### config.mk
export PLATFORM = sky130hd
export DESIGN_NAME = snapfair_arb
export DESIGN_NICKNAME = d
export VERILOG_FILES = /design/src/rtl/snapfair_pkg.sv /design/src/rtl/snapfair_rr.sv /design/src/rtl/snapfair_sel.sv /design/src/rtl/snapfair_arb.sv
export SDC_FILE = /design/constraint.sdc
export NUM_CORES = 1
export LEC_CHECK = 0
export BUFFER_PORTS_ARGS = -buffer_cell sky130_fd_sc_hd__buf_4
export CAP_MARGIN = 10
export CELL_PAD_IN_SITES_DETAIL_PLACEMENT = 0
export CELL_PAD_IN_SITES_GLOBAL_PLACEMENT = 1
export CORE_MARGIN = 10
export CORE_UTILIZATION = 51
export CTS_CLUSTER_DIAMETER = 30
export DETAILED_ROUTE_END_ITERATION = 6
export PLACE_DENSITY_LB_ADDON = 0.1
export SLEW_MARGIN = 15
export SYNTH_ARGS = -nofsm -noshare
export SYNTH_HDL_FRONTEND = slang
export SYNTH_SLANG_ARGS = --single-unit
### constraint.sdc
create_clock -name clk -period 8.05 [get_ports clk]
set_input_delay 0.4025 -clock clk [delete_from_list [all_inputs] [get_ports clk]]
set_output_delay 0.4025 -clock clk [all_outputs]
set_load 0.05 [all_outputs]
### src/rtl/snapfair_pkg.sv
package snapfair_pkg;

  typedef enum logic [1:0] {
    PICK_NONE   = 2'd0,
    PICK_HP_OLD = 2'd1,
    PICK_HP_NEW = 2'd2,
    PICK_LP     = 2'd3
  } pick_src_e;

  // index following i on a ring of n agents
  function automatic int unsigned ring_next(int unsigned i, int unsigned n);
    return (i + 1 >= n) ? 0 : i + 1;
  endfunction

endpackage

### src/rtl/snapfair_rr.sv
module snapfair_rr #(
  parameter int N  = 7,
  parameter int PW = $clog2(N)
) (
  input  logic [N-1:0]  vec,
  input  logic [PW-1:0] ptr,
  output logic          hit,
  output logic [PW-1:0] idx
);
  // first set bit at or after ptr, wrapping
  always_comb begin
    int j;
    hit = 1'b0;
    idx = '0;
    for (int k = 0; k < N; k++) begin
      j = int'(ptr) + k;
      if (j >= N) j = j - N;
      if (!hit && vec[j]) begin
        hit = 1'b1;
        idx = PW'(j);
      end
    end
  end
endmodule

### src/rtl/snapfair_sel.sv
module snapfair_sel
  import snapfair_pkg::*;
#(
  parameter int N  = 7,
  parameter int PW = $clog2(N)
) (
  input  logic [N-1:0]  hp_live,
  input  logic [N-1:0]  lp_live,
  input  logic [N-1:0]  hp_fresh,
  input  logic [N-1:0]  lp_fresh,
  input  logic          lp_turn,
  input  logic [PW-1:0] hp_ptr,
  input  logic [PW-1:0] lp_ptr,
  output logic [N-1:0]  lp_src,
  output pick_src_e     src,
  output logic [PW-1:0] win_idx
);
  logic          hit_old, hit_new, hit_lp;
  logic [PW-1:0] idx_old, idx_new, idx_lp;

  // low level keeps its snapshot until exhausted, then recaptures
  assign lp_src = (|lp_live) ? lp_live : lp_fresh;

  snapfair_rr #(.N(N), .PW(PW)) u_pick_old (.vec(hp_live),  .ptr(hp_ptr), .hit(hit_old), .idx(idx_old));
  snapfair_rr #(.N(N), .PW(PW)) u_pick_new (.vec(hp_fresh), .ptr(hp_ptr), .hit(hit_new), .idx(idx_new));
  snapfair_rr #(.N(N), .PW(PW)) u_pick_lp  (.vec(lp_src),   .ptr(lp_ptr), .hit(hit_lp),  .idx(idx_lp));

  always_comb begin
    src     = PICK_NONE;
    win_idx = '0;
    if (hit_old) begin
      src = PICK_HP_OLD; win_idx = idx_old;
    end else if (lp_turn) begin
      if (hit_lp)       begin src = PICK_LP;     win_idx = idx_lp;  end
      else if (hit_new) begin src = PICK_HP_NEW; win_idx = idx_new; end
    end else begin
      if (hit_new)      begin src = PICK_HP_NEW; win_idx = idx_new; end
      else if (hit_lp)  begin src = PICK_LP;     win_idx = idx_lp;  end
    end
  end
endmodule

### src/rtl/snapfair_arb.sv
module snapfair_arb
  import snapfair_pkg::*;
#(
  parameter int NUM_EXT = 6
) (
  input  logic               clk,
  input  logic               rst_n,
  input  logic               arb_en,
  input  logic [NUM_EXT-1:0] ext_req,
  input  logic               brg_req,
  input  logic [NUM_EXT:0]   prio_hi,
  input  logic [NUM_EXT:0]   agent_mask,
  input  logic               tenure_done,
  output logic [NUM_EXT-1:0] ext_gnt,
  output logic               brg_gnt
);
  localparam int NAG = NUM_EXT + 1;
  localparam int BR  = NUM_EXT;
  localparam int PW  = $clog2(NAG);

  logic [NAG-1:0] gnt_q, hp_snap, lp_snap;
  logic [PW-1:0]  hp_ptr, lp_ptr;
  logic           busy_q, lp_turn;

  // named internal events
  logic [NAG-1:0] req_eff, hp_live, lp_live, hp_fresh, lp_fresh, lp_src;
  logic [NAG-1:0] win_vec, park_vec;
  logic           free;
  pick_src_e      src;
  logic [PW-1:0]  win_idx;
  logic [PW-1:0]  next_after_win;

  assign req_eff  = {brg_req, ext_req} & ~agent_mask;
  assign hp_live  = hp_snap & req_eff;
  assign lp_live  = lp_snap & req_eff;
  assign hp_fresh = req_eff & prio_hi;
  assign lp_fresh = req_eff & ~prio_hi;
  assign free     = !busy_q || tenure_done;
  assign win_vec  = NAG'(1) << win_idx;
  assign park_vec = agent_mask[BR] ? '0 : (NAG'(1) << BR);
  assign next_after_win = PW'(ring_next(int'(win_idx), NAG));

  snapfair_sel #(.N(NAG), .PW(PW)) u_sel (
    .hp_live (hp_live),
    .lp_live (lp_live),
    .hp_fresh(hp_fresh),
    .lp_fresh(lp_fresh),
    .lp_turn (lp_turn),
    .hp_ptr  (hp_ptr),
    .lp_ptr  (lp_ptr),
    .lp_src  (lp_src),
    .src     (src),
    .win_idx (win_idx)
  );

  always_ff @(posedge clk) begin
    if (!rst_n) begin
      gnt_q   <= NAG'(1) << BR;
      busy_q  <= 1'b0;
      hp_snap <= '0;
      lp_snap <= '0;
      hp_ptr  <= '0;
      lp_ptr  <= '0;
      lp_turn <= 1'b0;
    end else if (!arb_en) begin
      gnt_q   <= '0;
      busy_q  <= 1'b0;
      hp_snap <= '0;
      lp_snap <= '0;
      lp_turn <= 1'b0;
    end else if (free) begin
      unique case (src)
        PICK_HP_OLD: begin
          hp_snap <= hp_live & ~win_vec;
          lp_snap <= lp_live;
          hp_ptr  <= next_after_win;
        end
        PICK_HP_NEW: begin
          hp_snap <= hp_fresh & ~win_vec;
          lp_snap <= lp_live;
          hp_ptr  <= next_after_win;
          lp_turn <= 1'b1;
        end
        PICK_LP: begin
          hp_snap <= '0;
          lp_snap <= lp_src & ~win_vec;
          lp_ptr  <= next_after_win;
          lp_turn <= 1'b0;
        end
        default: begin
          hp_snap <= '0;
          lp_snap <= '0;
        end
      endcase
      if (src != PICK_NONE) begin
        gnt_q  <= win_vec;
        busy_q <= 1'b1;
      end else begin
        gnt_q  <= park_vec;
        busy_q <= 1'b0;
      end
    end
  end

  assign ext_gnt = gnt_q[NUM_EXT-1:0];
  assign brg_gnt = gnt_q[BR];

  a_r1_single_grant: assert property (@(posedge clk) disable iff (!rst_n)
    $onehot0(gnt_q));

  a_r2_disable_clears: assert property (@(posedge clk) disable iff (!rst_n)
    !arb_en |=> (gnt_q == '0));

  a_r3_no_masked_grant: assert property (@(posedge clk) disable iff (!rst_n)
    !$stable(gnt_q) |-> ((gnt_q & $past(agent_mask)) == '0));

  a_r4_park_bridge: assert property (@(posedge clk) disable iff (!rst_n)
    (arb_en && free && req_eff == '0) |=> (gnt_q == $past(park_vec)));

  a_r5_hold_tenure: assert property (@(posedge clk) disable iff (!rst_n)
    (arb_en && busy_q && !tenure_done) |=> $stable(gnt_q));

  a_r7_hp_first: assert property (@(posedge clk) disable iff (!rst_n)
    (arb_en && free && hp_live != '0) |=> ((gnt_q & $past(hp_live)) != '0));
endmodule

Yosys cells after proc, flatten, opt, wreduce, memory -nomap -nowiden
Cells that the tools add are included.
{"block": "word_totals", "regBits": 29, "elab_cells": 267, "out_inout_bits": 7, "in_bits": 25}
{"block": "classes", "n_reduce_logical": 46, "n_lt_le_gt_ge": 29, "n_eq_ne": 4, "addsub": 27, "n_bitwise": 11, "mux": 141, "shifts": 1}
{"op": "32-bit by 5-bit less-than comparator with 1-bit output (second input constant)", "count": 14}
{"op": "32-bit two-way mux", "count": 14}
{"op": "3-bit two-way mux", "count": 28}
{"op": "1-bit two-way mux", "count": 64}
{"op": "1-bit binary-select mux with 3-bit select", "count": 21}
{"op": "4-bit by 3-bit subtractor with 5-bit output (second input constant)", "count": 12}
{"op": "7-bit bitwise AND", "count": 8}
{"op": "4-bit by 3-bit >= comparator with 1-bit output (second input constant)", "count": 13}
{"op": "7-bit two-way mux", "count": 5}
{"op": "7-bit case mux with 2 select lines", "count": 2}
{"op": "3-bit by 3-bit adder with 4-bit output (second input constant)", "count": 6}
{"op": "7-bit inverter", "count": 3}
{"op": "1-bit zero test", "count": 19}
{"op": "1-bit logical AND", "count": 18}
{"op": "3-bit by 2-bit adder with 4-bit output (second input constant)", "count": 4}
{"op": "3-bit by 1-bit adder with 4-bit output (second input constant)", "count": 3}
{"op": "2-bit two-way mux", "count": 6}
{"op": "3-bit by 3-bit subtractor with 4-bit output (second input constant)", "count": 2}
{"op": "7-bit OR reduction", "count": 1}
{"op": "1-bit by 3-bit << shifter with 7-bit output (first input constant)", "count": 1}
{"op": "3-bit >= comparator (second input constant)", "count": 2}
{"op": "3-bit AND reduction", "count": 2}
{"op": "2-bit == test (second input constant)", "count": 2}
{"op": "2-bit AND reduction", "count": 2}
{"op": "6 further kinds", "count": 7}

Depth between registers and ports, before layout
Gate-level depths: netlist of run 1.
{"block": "depth", "word_depth": 35, "ltp_mapped": 25, "mapped_depth_nobuf": 20}

Cells and area by module
From an unflattened synthesis of run 1, not the netlist that was laid out.
{"block": "hier_totals", "hier_cells": 893, "area_unflattened_um2": 6895.4}
{"mod": "snapfair_rr at u_sel.u_pick_lp ...", "cells_per_inst": 220, "instances": 2, "seq_area_each_um2": 0.0, "area_per_inst_um2": 1712.9}
{"mod": "snapfair_arb", "cells_per_inst": 191, "instances": 1, "seq_area_each_um2": 580.6, "area_per_inst_um2": 1657.8}
{"mod": "snapfair_rr at u_sel.u_pick_old", "cells_per_inst": 235, "instances": 1, "seq_area_each_um2": 0.0, "area_per_inst_um2": 1617.8}
{"mod": "snapfair_sel", "cells_per_inst": 27, "instances": 1, "seq_area_each_um2": 0.0, "area_per_inst_um2": 193.9}

Worst setup path before layout of run 1
No wires, ideal clock.
{"block": "synth_timing", "path_kind": "register -> register", "start": "register hp_ptr[0]", "end": "register hp_ptr[0]", "period_less_slack_ps": 4939, "t_arrival_ps": 4822, "setup_time_ps": 117, "path_stages_with_launch": 24, "setup_slack_ps": 3111, "n_path_buf": 5, "required_ps": 7933, "path_cell_list": "dfxtp_1 > buf_6 > buf_8 > inv_2 > buf_2 > ha_1 > buf_2 > nor4b_2 > nor3_1 > or4_1 > o211ai_2 > nand3_1 > or2_0 > clkbuf_1 > nor3_1 > nand2b_1 > o211ai_1 > inv_1 > ha_1 > ha_1 > nand2b_1 > nand2_1 > nor2_1 > a32o_1"}
{"block": "synth_via", "elab_chain_len": 31, "word_cells_on_any_way": 138, "cone_classes": "add/sub (14); order compare (8); eq/ne (2); mux (88); reduce/logical (26)"}
{"element": "start: declaration", "line_no": "snapfair_arb.sv:22", "rtl": "logic [PW-1:0] hp_ptr, lp_ptr;"}
{"element": "start signal: assignment", "line_no": "snapfair_arb.sv:76", "rtl": "hp_ptr <= next_after_win;"}
{"element": "start signal: assignment", "line_no": "snapfair_arb.sv:81", "rtl": "hp_ptr <= next_after_win;"}
{"element": "branches (longest 31 deep; another with 4-bit by 3-bit subtractor with 5-bit output)"}
Several ways; the timed one is not identified. The select of a mux whose other input is x is not followed.
A chain may end at the register's enable or synchronous reset.

Worst setup path in the final report of run 1
{"block": "layout_timing", "start": "register hp_ptr[1]", "end": "register hp_ptr[0]"}
Same word-level chain as after synthesis.

==> impl_metrics.ini, run 1 <==
[outcome]
run_status = complete, no violations

[floorplanning]
die_w_um = 128
core-area_um2 = 11400
start_util_pct = 52.0
placementRows = 39
fp.dieH_um = 128
die-area_um2 = 16400
pin_count = 32

[layout]
syn2layout_area_growth_pct = 6.35
nFillCells = 1139
layout.nets = 856
n_antenna_cell = 0
layout-drive-gt1-share_pct = 13.8
postLayoutCellArea_um2 = 6310

[synthesis]
synth-simple-area-share_pct = 29.5
synthMuxAreaShare_pct = 9.85
synth_area_um2 = 5930
avgSynthCellArea_um2 = 7.52
ys_top_cells_by_area = dfxtp_1, ha_1, a21oi_1
syn-num-nets = 849
synth-compound-area-share_pct = 36.9
yosys-top-cells-count = nand2_1, nor2_1, a21oi_1
synth_area_leader_cell = dfxtp_1
synth.distinct_cells = 103
async_reset_ff_share_pct = 0
synth_edf_count = 0
yosysTopAreaCellShare_pct = 9.78
yosys_warnings = 0
synth_xor_area_share_pct = 1.43
ys.flop_type = dfxtp_1
synth_fa_ha_area_share_pct = 7.38
synth_top_family_by_area = compound AO/OA/AOI/OAI gates
ys_seq_area_share_pct = 9.78
ys_ff_latch = 29
yosysMostFrequentCell = nand2_1
syn-instance-count = 789

[timing]
setup_tns_ps = 0
post-route-min-period_ps = 6210
max_clock_freq_ghz = 0.161
setup_viol = 0
worst_slew_pin_slew_ps = 1100
relSlewSlack_pct = 26.8
fin_skew_ps = 2.60
rsz0062_at_grt = no
drv_slew = 0
hold_violations = 0
setup_ws_ps = 1840
period_share_pct = 77.1
hold_slack_ps = 414

[clocking]
cts_sinks = 29
cts_buffers = 5
cts_buffer_depth = 2
cts_tree = done
htree_levels = 2
hold_buffers = 0
post_cts_resized = 0
path_clk_slew_ps = 50
clock-root-buffer = clkbuf_16
worstSkewPairLatency_ps = 280
postCtsSetupRepairBufs = 0

[placement]
gp_congestion = 0.988
dp_hpwl_mm = 16.4
portBuffers = 31
post_dp_cell_area_um2 = 6170
dp_slack_ps = 1940

[global_route]
antenna_found_initial = 0
grt_pass1_vias = 6179
overflow = 0
grt_usage_pct = 25.3
grt_max_degree = 48
grt_pass1_wl_mm = 34.1

[drt]
ant_nets = 0
drc_errors = 0
dr_total_vias = 6681
routedWlPerCell_um = 23.0
dr.pass1.iters = 5
drt-initial-drc-count = 743
routed_wl_mm = 21.6
via_per_inst = 7.11

[pwr]
leakage_nw = 2.39
peakVddDrop_uv = 278
pwr_density_cell_nw_per_um2 = 354

[worst_setup_path]
cp_data_arrival_time_ps = 6370
endpoint_kind = register
crit_required_ps = 8210
crit_fanout = 30
worst_r2r_path_depth = 19
startpoint_type = register
critPathKind = register to register

[worst_hold_path]
min_path_cells = 2
hp-class = input pin to register

[run]
cap_violations = 0
stage by stage:
stage	cells	utilization, %	total power [mW]
global route	940	55.3	2.39
detailed placement	932	54.1	2.01
floorplan	789	-	1.57
global placement	932	54.1	1.98
finish	940	55.3	2.24
CTS	940	55.3	2.20
power by group:
| group | switching [mW] | total [mW] | internal (mW) |
|---|---|---|---|
| Sequential | 0.0292 | 0.202 | 0.173 |
| Combinational | 1.21 | 1.86 | 0.648 |
| Clock | 0.0647 | 0.178 | 0.113 |
cells in the final DEF (no fill, tap or decap), drive strengths merged, types with 6 or more instances in the layout:
cell and instances:
a211oi 18, a21o 12, a21oi 54, a221oi 10, a22o 9, a22oi 10
a31oi 19, and2 7, and3 6, and3b 7, buf 35, clkbuf 6
dfxtp 29, ha 35, inv 25, mux2 10, mux2i 28, mux4 8
nand2 64, nand2b 19, nand3 26, nand3b 26, nand4 9, nor2 60
nor2b 12, nor3 24, nor3b 19, o211ai 19, o21a 12, o21ai 58
o22ai 13, or2 7, or3 6
state kept, by name, summed over array words and instances, names as in the netlist:
name / cells
lp_turn: 1
lp_ptr: 3
gnt_q: 7
hp_ptr: 3
lp_snap: 7
busy_q: 1
hp_snap: 7
critical path: stages (launching register included):
cell and delay (ps):
dfxtp_1 300, buf_4 250, inv_1 210, ha_1 1070, or2_1 260, a32oi_1 200, or4_1 610, o211ai_2 140
nand3_1 160, or2_0 350, nor3_1 600, nand2b_1 260, o211ai_1 470, inv_1 130, ha_1 240, ha_1 310
nand2b_1 170, nand2_1 110, nor2_1 40, a32o_1 210
path summary, 6_finish.rpt:
kind / startpoint / endpoint / slack [ps]
min: rst_n / gnt_q[6] / 410
min reg2reg: gnt_q[3] / gnt_q[3] / 450
max reg2reg: hp_ptr[1] / hp_ptr[0] / 1840
max: hp_ptr[1] / hp_ptr[0] / 1840
kinds of logic (layout without fill, tap and decap cells):
logic type / after synthesis / count (layout)
simple gates: 311 / 311
compound gates: 300 / 300
xor+xnor: 8 / 8
flops: 29 / 29
mux: 46 / 46
buf+inv: 60 / 68
fa+ha+maj: 35 / 35
cell type report:
type	instances	area (um^2)	area share [%]
Clock inverter	2	10.0	0.159
Timing Repair Buffer	35	263	4.16
Clock buffer	6	129	2.04
Tap cell	143	179	2.84
Sequential cell	29	582	9.22
Inverter	25	96.3	1.53
Multi-Input combinational cell	700	5050	80.1
metal layers:
layer	track usage (%)	vias to the layer above	wire (um)
met5	0	-	0
met3	2.77	64	1490
li1	-	3094	-
met4	11.1	0	891
met1	30.9	3157	8710
met2	43.7	366	10500
(Power assumes the default switching activity.)
==> run 2, diff against run 1 <==
--- a/config.mk
+++ b/config.mk
@@ -10,7 +10,7 @@
 export CELL_PAD_IN_SITES_DETAIL_PLACEMENT = 0
 export CELL_PAD_IN_SITES_GLOBAL_PLACEMENT = 1
 export CORE_MARGIN = 10
-export CORE_UTILIZATION = 51
+export CORE_UTILIZATION = 48
 export CTS_CLUSTER_DIAMETER = 30
 export DETAILED_ROUTE_END_ITERATION = 6
 export PLACE_DENSITY_LB_ADDON = 0.1
==> constraint.sdc (replaced) <==
create_clock -name clk -period 5.9 [get_ports clk]
set_input_delay 0.295 -clock clk [delete_from_list [all_inputs] [get_ports clk]]
set_output_delay 0.295 -clock clk [all_outputs]
set_load 0.05 [all_outputs]
==> impl_metrics.ini, run 2 (synthesized netlist as in run 1, its figures left out) <==
[worst_setup_path]
endpoint_kind = register
crit_fanout = 11
cp_data_arrival_time_ps = 5640
crit_required_ps = 6060
critPathKind = register to register
startpoint_type = register

[clocking]
postCtsSetupRepairBufs = 0
clock-root-buffer = clkbuf_16
cts_buffers = 5
cts_tree = done
cts_sinks = 29
worstSkewPairLatency_ps = 280
htree_levels = 2
path_clk_slew_ps = 50
cts_buffer_depth = 2

[timing]
period_share_pct = 92.8
drv_slew = 0
worst_slew_pin_slew_ps = 815
hold_slack_ps = 305
rsz0062_at_grt = no
setup_ws_ps = 423
max_clock_freq_ghz = 0.183
hold_violations = 0
relSlewSlack_pct = 45.3
fin_skew_ps = 6.57
post-route-min-period_ps = 5480
setup_tns_ps = 0
setup_viol = 0

[drt]
dr.pass1.iters = 7
ant_nets = 0
drt-initial-drc-count = 859
routed_wl_mm = 22.5
routedWlPerCell_um = 23.0
drc_errors = 0
dr_total_vias = 6814
via_per_inst = 6.96

[layout]
regArea_um2 = 583
postLayoutCellArea_um2 = 6470
fin_util_pct = 53.6
syn2layout_area_growth_pct = 8.98
layout-drive-gt1-share_pct = 15.5
fin_cells = 979
multi_input_area_um2 = 5050
final_cell_mix = nand2_1, nor2_1, a21oi_1
reg.largest.list = gnt_q x7, hp_snap x7, lp_snap x7
nFillCells = 1175
final_common_cell = nand2_1
layout.nets = 870
n_antenna_cell = 0

[floorplanning]
fp.dieH_um = 131
core-area_um2 = 12100
placementRows = 40
pin_count = 32
start_util_pct = 49.2
die_w_um = 131
die-area_um2 = 17200

[placement]
dp_hpwl_mm = 17.1
dp.cells = 971
dp_slack_ps = 465
gp_congestion = 1.04
portBuffers = 31
post_dp_cell_area_um2 = 6310

[run]
cap_violations = 0

[outcome]
run_status = complete, no violations

[pwr]
pwr_density_cell_nw_per_um2 = 488
peakVddDrop_uv = 317
total_power_mw = 3.16
leakage_nw = 2.46

[worst_hold_path]
hp-class = input pin to register

[global_route]
grt_pass1_vias = 6138
grt_pass1_wl_mm = 34.7
antenna_found_initial = 0
grt_max_degree = 25
overflow = 0
grt_usage_pct = 24.2
==> run 2: cell types whose count changed in the layout (fill, tap and decap cells not counted), sizes merged <==
cell    delta
clkbuf     +1
buf       +14
clkinv     -1
==> run 2: routing by layer <==
metal | track usage [%] | part of all wire (%) | wire length (um)
met1 | 30.7 | 40 | 9080
met2 | 39.5 | 47 | 10500
met3 | 2.67 | 8.0 | 1800
met4 | 12.5 | 5.0 | 1130
met5 | 0 | 0 | 0
==> run 2: final cells by class <==
class	instances	area share (%)
multi-input combinational	700	78.1
sequential	29	9.02
timing repair buffer	49	5.69
tap	168	3.25
clock buffer	7	2.36
inverter	25	1.49
clock inverter	1	0.0774
==> run 2: worst max-delay path, stage by stage, from the launching register on <==
cell and delay (ps):
dfxtp_1 600, ha_1 310, inv_1 60, ha_1 390, or4b_2 690, nand2_1 180
mux2i_1 300, a22oi_1 180, a211oi_2 450, nand3_1 190, a21boi_2 220, nand2b_1 180
o211ai_1 400, inv_1 120, ha_1 230, ha_1 310, nand2b_1 180, nand2_1 110
nor2_1 50, a32o_1 210
==> run 2: worst paths after layout <==
kind | cells after the start | slack, ps | end | start
setup / recovery | 19 | 420 | hp_ptr[0] | lp_ptr[1]
hold / removal | 2 | 300 | gnt_q[6] | rst_n
setup reg to reg | 19 | 420 | hp_ptr[0] | lp_ptr[1]
hold reg to reg | 2 | 450 | gnt_q[2] | gnt_q[2]
==> run 2: repair_timing <==
item                                    CTS  global route
endpoints found under the setup margin    0             3
hold buffers                              0             0
endpoints found under the hold margin     0             0
resized for setup                         0             1
==> run 2: report_power, final <==
group / total, mW / leakage (nW) / internal, mW / switching [mW]
clock: 0.268 / 0.0799 / 0.178 / 0.0900
combinational: 2.62 / 2.15 / 0.929 / 1.69
sequential: 0.269 / 0.236 / 0.236 / 0.0335
==> run 3, diff against run 2 <==
--- a/config.mk
+++ b/config.mk
@@ -9,6 +9,7 @@
 export CAP_MARGIN = 10
 export CELL_PAD_IN_SITES_DETAIL_PLACEMENT = 0
 export CELL_PAD_IN_SITES_GLOBAL_PLACEMENT = 1
+export CORE_ASPECT_RATIO = 1.25
 export CORE_MARGIN = 10
 export CORE_UTILIZATION = 48
 export CTS_CLUSTER_DIAMETER = 30
==> impl_metrics.ini, run 3 (synthesized netlist as in run 1, its figures left out) <==
[timing]
max_clock_freq_ghz = 0.186
drv_slew = 0
setup_viol = 0
post-route-min-period_ps = 5370
rsz0062_at_grt = no
worst_slew_pin_slew_ps = 888
hold_violations = 0
setup_tns_ps = 0
fin_skew_ps = 2.54
period_share_pct = 90.9
relSlewSlack_pct = 40.4

[global_route]
overflow = 0
grt_pass1_vias = 6516
antenna_found_initial = 0
grt_max_degree = 21
grt_pass1_wl_mm = 35.5
grt_usage_pct = 25.7

[worst_setup_path]
reg2reg_from = lp_ptr[1]
crit_fanout = 11
endpoint_kind = register
cp_data_arrival_time_ps = 5530
r2r-end = lp_ptr[0]
critPathKind = register to register
crit_required_ps = 6070
r2r_slack_ps = 530
worst_r2r_path_depth = 20
startpoint_type = register

[layout]
fin_cells = 981
syn2layout_area_growth_pct = 9.95
reg.largest.list = gnt_q x7, hp_snap x7, lp_snap x7
nFillCells = 1195
postLayoutCellArea_um2 = 6530
final_common_cell = nand2_1
multi_input_area_um2 = 5050
regArea_um2 = 582
fin_util_pct = 53.9
n_antenna_cell = 0
layout-drive-gt1-share_pct = 16.0
final_cell_mix = nand2_1, nor2_1, buf_4
layout.nets = 876

[clocking]
cts_sinks = 29
cts_tree = done
worstSkewPairLatency_ps = 280
cts_buffers = 5
cts_buffer_depth = 2
htree_levels = 2
path_clk_slew_ps = 50
clock-root-buffer = clkbuf_16

[drt]
drt-initial-drc-count = 644
ant_nets = 0
routedWlPerCell_um = 23.4
via_per_inst = 6.91
routed_wl_mm = 22.9
dr.pass1.iters = 5
drc_errors = 0
dr_total_vias = 6774

[pwr]
peakVddDrop_uv = 297
pwr_density_cell_nw_per_um2 = 500
leakage_nw = 2.50
total_power_mw = 3.27

[placement]
gp_congestion = 0.998
portBuffers = 31
dp_hpwl_mm = 17.9
dp.cells = 971
post_dp_cell_area_um2 = 6330

[worst_hold_path]
whs_endpoint = gnt_q[6]
min_path_cells = 2
hp-class = input pin to register
hp-start = rst_n

[floorplanning]
placementRows = 45
die-area_um2 = 17200
pin_count = 32
core-area_um2 = 12100
start_util_pct = 49.0
die_w_um = 119
fp.dieH_um = 144

[run]
cap_violations = 0

[outcome]
run_status = complete, no violations
-- run 3: power by group --
| group | total, mW | internal (mW) | switching, mW | leakage, nW |
|---|---|---|---|---|
| sequential | 0.273 | 0.235 | 0.0373 | 0.235 |
| clock | 0.309 | 0.211 | 0.0988 | 0.0831 |
| combinational | 2.68 | 0.974 | 1.71 | 2.18 |
-- run 3: per-layer routing --
metal	wire [um]	part of all wire, %	vias to the layer above	track usage, %
met2	11100	48	310	45.6
met5	0	0	-	0
met1	8940	39	3235	28.4
met3	1280	5.6	87	3.00
met4	1620	7.0	0	17.1
li1	-	-	3142	-
-- run 3: area by class of cell --
type | count | share of cell area (%)
multi-input cells | 700 | 77.4
flip-flops and latches | 29 | 8.92
repair buffers | 55 | 6.33
well taps | 164 | 3.14
clock buffers | 6 | 2.13
inverters | 25 | 1.48
clock inverters | 2 | 0.575
-- run 3: worst max path at each step --
stage          startpoint        end  slack [ps]  cells after the start
6_report        lp_ptr[1]  lp_ptr[0]         530                     20
5_1_grt         lp_ptr[0]  lp_ptr[1]         170                     20
2_1_floorplan   hp_ptr[0]  hp_ptr[0]         960                     23
3_5_place_dp    lp_ptr[0]  lp_ptr[0]         360                     19
3_3_place_gp    lp_ptr[1]  hp_ptr[0]         480                     18
4_1_cts         lp_ptr[0]  lp_ptr[0]         310                     19
-- run 3: metrics by stage --
stage               setup slack [ps]  hold slack, ps
global placement                 484             436
finish                           534             301
floorplan                        961             440
global route                     171             309
CTS                              313             294
detailed placement               360             448
-- run 3: worst max-delay path, stage by stage (launching register included) --
cell and delay, ps:
dfxtp_1 620, ha_1 320, inv_1 90, ha_1 360, or4b_2 670, nand2_1 180, mux2i_1 300, a22oi_1 190
a211oi_2 450, nand3_1 180, a21boi_2 220, nand2b_1 220, o211ai_1 190, buf_4 170, inv_1 60, ha_1 200
ha_1 310, nand2b_1 170, nand2_1 110, nor2_1 50, a32o_1 210
-- run 3: timing repair --
action,in CTS,in global routing
setup endpoints to repair,0,4
gates resized for setup,0,0
hold buffers,0,0
setup buffers,0,2
